**config.mk**
```make
export PLATFORM = sky130hd
export DESIGN_NAME = sram_stream_wrapper
export DESIGN_NICKNAME = d
export VERILOG_FILES = /design/src/rtl/sramw_pkg.sv /design/src/rtl/sramw_array.sv /design/src/rtl/sramw_respq.sv /design/src/rtl/sram_stream_wrapper.sv
export SDC_FILE = /design/constraint.sdc
export NUM_CORES = 2
export LEC_CHECK = 0
export ABC_CLOCK_PERIOD_IN_PS = 11220
export BUFFER_PORTS_ARGS = -buffer_cell sky130_fd_sc_hd__buf_2
export CAP_MARGIN = 5
export CORE_MARGIN = 1
export CORE_UTILIZATION = 50
export CTS_BUF_LIST = sky130_fd_sc_hd__clkbuf_4 sky130_fd_sc_hd__clkbuf_8
export CTS_CLUSTER_DIAMETER = 120
export DETAILED_ROUTE_END_ITERATION = 8
export PLACE_DENSITY_LB_ADDON = 0.08
export SYNTH_ARGS = -nofsm -noshare
export SYNTH_HDL_FRONTEND = slang
export SYNTH_MEMORY_MAX_BITS = 65536
export SYNTH_SLANG_ARGS = --single-unit
```
**constraint.sdc**
```tcl
create_clock -name clk -period 11.22 [get_ports clk]
set_clock_uncertainty 0.1 [all_clocks]
set_input_delay 0.561 -clock clk [delete_from_list [all_inputs] [get_ports clk]]
set_output_delay 0.561 -clock clk [all_outputs]
set_load 0.005 [all_outputs]
```
**src/rtl/sramw_pkg.sv**
```systemverilog
`timescale 1ns/1ps
package sramw_pkg;
  // Request/response kind encoding
  typedef enum logic {
    OP_READ  = 1'b0,
    OP_WRITE = 1'b1
  } op_e;

  // Number of byte-offset bits below the word index
  localparam int unsigned BYTE_OFS = 2;
endpackage

```
**src/rtl/sramw_array.sv**
```systemverilog
`timescale 1ns/1ps
module sramw_array #(
  parameter int unsigned WORDS  = 128,
  parameter int unsigned DATA_W = 32,
  localparam int unsigned IDX_W = $clog2(WORDS)
) (
  input  logic              clk,
  input  logic              en,
  input  logic              wr,
  input  logic [IDX_W-1:0]  idx,
  input  logic [DATA_W-1:0] wdata,
  output logic [DATA_W-1:0] rdata
);
  logic [DATA_W-1:0] cells [WORDS];

  // One access per cycle; read data registered, valid the following cycle
  always_ff @(posedge clk) begin
    if (en) begin
      if (wr) cells[idx] <= wdata;
      else    rdata      <= cells[idx];
    end
  end
endmodule

```
**src/rtl/sramw_respq.sv**
```systemverilog
`timescale 1ns/1ps
module sramw_respq #(
  parameter int unsigned DEPTH = 2,
  parameter int unsigned W     = 41,
  localparam int unsigned PTR_W = (DEPTH > 1) ? $clog2(DEPTH) : 1,
  localparam int unsigned CNT_W = $clog2(DEPTH + 1)
) (
  input  logic         clk,
  input  logic         rst,
  input  logic         enq_valid,
  input  logic [W-1:0] enq_data,
  output logic         deq_valid,
  input  logic         deq_ready,
  output logic [W-1:0] deq_data,
  output logic         room2
);
  logic [W-1:0]     slot [DEPTH];
  logic [PTR_W-1:0] head, tail;
  logic [CNT_W-1:0] cnt;
  logic             empty, bypass, do_push, do_pop;

  function automatic logic [PTR_W-1:0] step(input logic [PTR_W-1:0] p);
    return (p == PTR_W'(DEPTH - 1)) ? '0 : p + 1'b1;
  endfunction

  assign empty     = (cnt == '0);
  assign deq_valid = !empty || enq_valid;
  assign deq_data  = empty ? enq_data : slot[head];
  assign bypass    = empty && enq_valid && deq_ready;
  assign do_push   = enq_valid && !bypass;
  assign do_pop    = !empty && deq_ready;
  // Registered occupancy only: an entry leaving this cycle still counts
  assign room2     = (cnt <= CNT_W'(DEPTH - 2));

  for (genvar i = 0; i < DEPTH; i++) begin : g_slot
    always_ff @(posedge clk) begin
      if (do_push && tail == PTR_W'(i)) slot[i] <= enq_data;
    end
  end

  always_ff @(posedge clk) begin
    if (rst) begin
      head <= '0;
      tail <= '0;
      cnt  <= '0;
    end else begin
      if (do_push) tail <= step(tail);
      if (do_pop)  head <= step(head);
      case ({do_push, do_pop})
        2'b10:   cnt <= cnt + 1'b1;
        2'b01:   cnt <= cnt - 1'b1;
        default: cnt <= cnt;
      endcase
    end
  end

  AST_NO_OVERFLOW: assert property (@(posedge clk) disable iff (rst)
    !(enq_valid && cnt == CNT_W'(DEPTH)));
  AST_RSP_HOLD: assert property (@(posedge clk) disable iff (rst)
    (deq_valid && !deq_ready) |=> (deq_valid && $stable(deq_data)));
  AST_BYPASS_EMPTY: assert property (@(posedge clk) disable iff (rst)
    (empty && enq_valid && deq_ready) |=> (cnt == '0));
endmodule

```
**src/rtl/sram_stream_wrapper.sv**
```systemverilog
`timescale 1ns/1ps
module sram_stream_wrapper #(
  parameter int unsigned WORDS  = 128,
  parameter int unsigned DATA_W = 32,
  parameter int unsigned TAG_W  = 8,
  parameter int unsigned ADDR_W = 32,
  parameter int unsigned QDEPTH = 2
) (
  input  logic              clk,
  input  logic              rst,
  input  logic              req_valid,
  output logic              req_ready,
  input  logic              req_kind,
  input  logic [TAG_W-1:0]  req_tag,
  input  logic [ADDR_W-1:0] req_addr,
  input  logic [DATA_W-1:0] req_data,
  output logic              rsp_valid,
  input  logic              rsp_ready,
  output logic              rsp_kind,
  output logic [TAG_W-1:0]  rsp_tag,
  output logic [DATA_W-1:0] rsp_data
);
  import sramw_pkg::*;

  localparam int unsigned IDX_W = $clog2(WORDS);
  localparam int unsigned RSP_W = 1 + TAG_W + DATA_W;

  // Accept stage
  logic             fire;
  logic [IDX_W-1:0] idx_a;
  logic             addr_unused;

  assign fire        = req_valid && req_ready;
  assign idx_a       = req_addr[BYTE_OFS +: IDX_W];
  assign addr_unused = ^{req_addr[ADDR_W-1:BYTE_OFS+IDX_W], req_addr[BYTE_OFS-1:0]};

  // Capture stage
  logic              cap_valid;
  logic              cap_kind;
  logic [TAG_W-1:0]  cap_tag;
  logic [DATA_W-1:0] mem_rdata;
  logic [DATA_W-1:0] cap_data;
  logic [RSP_W-1:0]  cap_rsp, out_rsp;

  sramw_array #(.WORDS(WORDS), .DATA_W(DATA_W)) u_array (
    .clk   (clk),
    .en    (fire),
    .wr    (req_kind == OP_WRITE),
    .idx   (idx_a),
    .wdata (req_data),
    .rdata (mem_rdata)
  );

  always_ff @(posedge clk) begin
    if (rst) begin
      cap_valid <= 1'b0;
    end else begin
      cap_valid <= fire;
    end
    if (fire) begin
      cap_kind <= req_kind;
      cap_tag  <= req_tag;
    end
  end

  assign cap_data = (cap_kind == OP_WRITE) ? '0 : mem_rdata;
  assign cap_rsp  = {cap_kind, cap_tag, cap_data};

  // Output stage
  sramw_respq #(.DEPTH(QDEPTH), .W(RSP_W)) u_respq (
    .clk       (clk),
    .rst       (rst),
    .enq_valid (cap_valid),
    .enq_data  (cap_rsp),
    .deq_valid (rsp_valid),
    .deq_ready (rsp_ready),
    .deq_data  (out_rsp),
    .room2     (req_ready)
  );

  assign {rsp_kind, rsp_tag, rsp_data} = out_rsp;

  AST_WRITE_ZERO: assert property (@(posedge clk) disable iff (rst)
    (rsp_valid && rsp_kind == OP_WRITE) |-> (rsp_data == '0));
  AST_CAPTURE_FOLLOWS: assert property (@(posedge clk) disable iff (rst)
    (req_valid && req_ready) |=> rsp_valid);
  AST_STALL_STOPS: assert property (@(posedge clk) disable iff (rst)
    (rsp_valid && !rsp_ready && !req_ready) |=> !req_ready);
endmodule

```
==> run summary <==
==================================================================================================
Clock sink count ....................................................................         4225
Slew at the pin with the worst max-slew slack .......................................      1.52 ns
Post-detailed-route via-to-cell ratio ...............................................         6.78
Share of layout cells above drive strength 1 ........................................        18.6%
Post-Place Cells ....................................................................        13.3k
Clock transition time at the flip-flop clock pins of the worst setup and hold paths .      0.06 ns
Setup Buffers After CTS .............................................................            0
Number of antenna violations at the first check in global routing ...................           58
Pleak ...............................................................................      56.9 nW
Pin count of the biggest net entering global routing ................................          118
Number of buffers inserted by hold repair at cts ....................................           56
Sequential share of the synthesized area ............................................        78.6%
Post-route non-filler standard cell count ...........................................        14.6k
Total Neg Setup Slack ...............................................................         0 ns
Type of element capturing the critical path .........................................    flip-flop
MaxCap Viol Count ...................................................................            1
Num CTS Buffers .....................................................................          684
Syn Nets ............................................................................         9385
Area Overhead vs Synth ..............................................................        12.8%
Cells after Synth ...................................................................         9307
Total vias in the final route .......................................................        99.1k
Count of input and output buffers ...................................................           94
Global route total overflow .........................................................            0
Peak clock frequency supported by timing ............................................      208 MHz
Syn avg cell area ...................................................................    17.3 um^2
Area of the die .....................................................................   0.325 mm^2
Result of the run ................................................................... finished, violations left
Start-to-end type of the worst setup path ...........................................    in -> reg
Most common cell after layout, fill and taps aside ..................................     edfxtp_1
Synth cell types ....................................................................           77
Final routed wirelength across all metal layers .....................................    567000 um
Primary flip-flop cell chosen by synthesis mapping ..................................     edfxtp_1
Commonest cells after routing, fill and taps aside .................................. edfxtp_1 (4219), a221oi_1 (698), clkbuf_8 (695), a22oi_1 (562), a21oi_1 (451)
Effective utilization at floorplan ..................................................        50.2%
Count of standard-cell rows .........................................................          208
Period utilisation layout ...........................................................        42.8%
Number of enable-type register cells in the synthesized netlist .....................         4219
Synthesis Warnings ..................................................................            0
Maximum vdd ir drop .................................................................     0.149 mV
Iteration-0 DRC count of the detailed router ........................................        14.6k
CP Data Required Time ...............................................................     11.99 ns
Maximum buffer depth of the clock tree ..............................................            4
Antenna-violating nets left .........................................................            0
Detailed Routing Iterations Pass 1 ..................................................            9
Hold Vio Cnt, Final .................................................................            0
Maximum fanout count along the critical path ........................................           45
Core Region .........................................................................   0.321 mm^2
Top-area cell type share of the netlist area ........................................        78.5%
Count of pins on the block boundary .................................................          120
Worst max-slew margin expressed relative to the limit ...............................       -1.54%
Violations in the final reports ..................................................... capacitance limit, slew limit
Worst endpoint data arrival time ....................................................      5.57 ns
Worst hold path class ...............................................................    in -> reg
Main area contributors after synthesis .............................................. edfxtp_1 (79%), a221oi_1 (3.8%), a22oi_1 (2.6%), mux2i_1 (2.0%), a21oi_1 (1.4%)
Async set-or-reset flop fraction in the synthesized netlist .........................           0%
Fill cell instance count of the final layout ........................................        25.0k
Number of flip-flops and latches in the synthesized netlist .........................         4225
RePlAce Congestion ..................................................................        0.901
H-tree depth ........................................................................            6
Clock tree from TritonCTS ...........................................................        built
Cells resized by post-CTS repair ....................................................            0
Total half-perimeter wirelength after legalization and detailed placement ...........    317000 um
DIE WIDTH ...........................................................................       570 um
Launching element type of the critical path .........................................    input pin
Insertion delay to the later sink of the worst-skew pair ............................      1.26 ns
Number of global-route vias before repair ...........................................        94.7k
Detailed-route wire length per cell .................................................      38.8 um
Leading area contributor after synthesis ............................................     edfxtp_1
Final net count .....................................................................         9852
Endpoints failing setup .............................................................            0
RSZ-0062 raised after global routing ................................................           no
Chip Height .........................................................................       570 um
Number of remaining DRC errors ......................................................            0
Clock tree root driver cell .........................................................     clkbuf_8
Combined area of all synthesized cells ..............................................   0.161 mm^2
Final min period ....................................................................      4.80 ns
Final Slew Violations ...............................................................            6
Total global-route track usage ......................................................        34.2%
Pwr dens ............................................................................  179 mW/mm^2
Global-route wire length before repair ..............................................    768000 um
==================================================================================================
[critical path: stages]
cell and delay [ns]:
buf_8 0.44, buf_4 0.52, buf_4 0.54, buf_4 0.64, mux2_2 0.41, a22oi_1 0.15
o22ai_1 0.11, o21ai_0 1.07, o2111ai_1 0.23, or4_1 0.80
[flip-flops by register name (all words and copies together) (netlist names), named ones only]
register,flops
u_array.rdata,32
cap_valid,1
cap_tag,8
u_respq.slot,82
u_respq.head,1
u_respq.tail,1
u_array.cells,4096
cap_kind,1
u_respq.cnt,2
[per-layer routing]
metal / vias to the layer above / wire length (um) / track usage [%]
li1: 39900 / - / -
met1: 51500 / 214000 / 45.9
met2: 6396 / 253000 / 51.4
met3: 1216 / 67300 / 9.52
met4: 26 / 31900 / 17.2
met5: - / 221 / 0
[synthesized netlist by cell type, types with 107 or more instances]
library cell  count
clkbuf_1        338
o22ai_1         251
nand2_1         268
edfxtp_1       4219
a221oi_1        698
a21oi_1         451
buf_1           107
buf_2           250
mux2i_1         328
a22oi_1         564
o21ai_0         366
nor2b_1         125
mux2_2          137
nor2_1          302
[final timing paths]
check,from,end,slack (ns),depth (start not counted)
max reg2reg,u_respq.cnt[0],u_array.cells[85][4],7.25,8
min reg2reg,cap_tag[4],u_respq.slot[0][36],0.38,0
min,req_data[5],u_array.cells[61][5],0.11,2
max,req_addr[2],u_array.rdata[14],6.42,10
[per-stage QoR]
stage                     power, W  setup slack (ns)  hold WS (ns)  area, um^2  util [%]
after floorplan             0.0189              7.04         0.345      161000         -
after global placement      0.0201              5.56         0.361      168000      52.5
after detailed placement    0.0201              5.55         0.372      168000      52.5
after CTS                   0.0327              6.86        0.0155      182000      56.6
after global routing        0.0335              6.47        0.0891      182000      56.6
final                       0.0326              6.42         0.113      182000      56.7
[cell type report]
class                           count  area, um^2  area share [%]
Tap cell                         4305        5390            2.96
Timing Repair Buffer              530        4330            2.38
Clock buffer                      954       11500            6.33
Sequential cell                  4225      127000            69.7
Antenna cell                       24        60.1          0.0330
Inverter                           10        57.6          0.0316
Clock inverter                    233        1320           0.726
Multi-Input combinational cell   4323       32500            17.8
[cell families after synthesis]
| group | after synthesis | share of synthesized area (%) |
|---|---|---|
| xor gates and xnor gates | 4 | 0.0217 |
| buffers and inverters | 759 | 2.13 |
| DFF | 4225 | 78.6 |
| AOI/OAI and AO/OA | 2909 | 13.0 |
| and+or+nand+nor | 899 | 2.63 |
| adders and majority gates | 1 | 0.00775 |
| muxes | 510 | 3.62 |
[where the power goes]
| group | internal, W | leakage, nW | switching, W |
|---|---|---|---|
| registers | 0.0175 | 38.0 | 0.0000613 |
| clock network | 0.00668 | 6.77 | 0.00611 |
| logic | 0.000599 | 12.1 | 0.00170 |
| total | 0.0248 | 56.9 | 0.00787 |
Note: power is estimated with default switching activity, not from simulation.
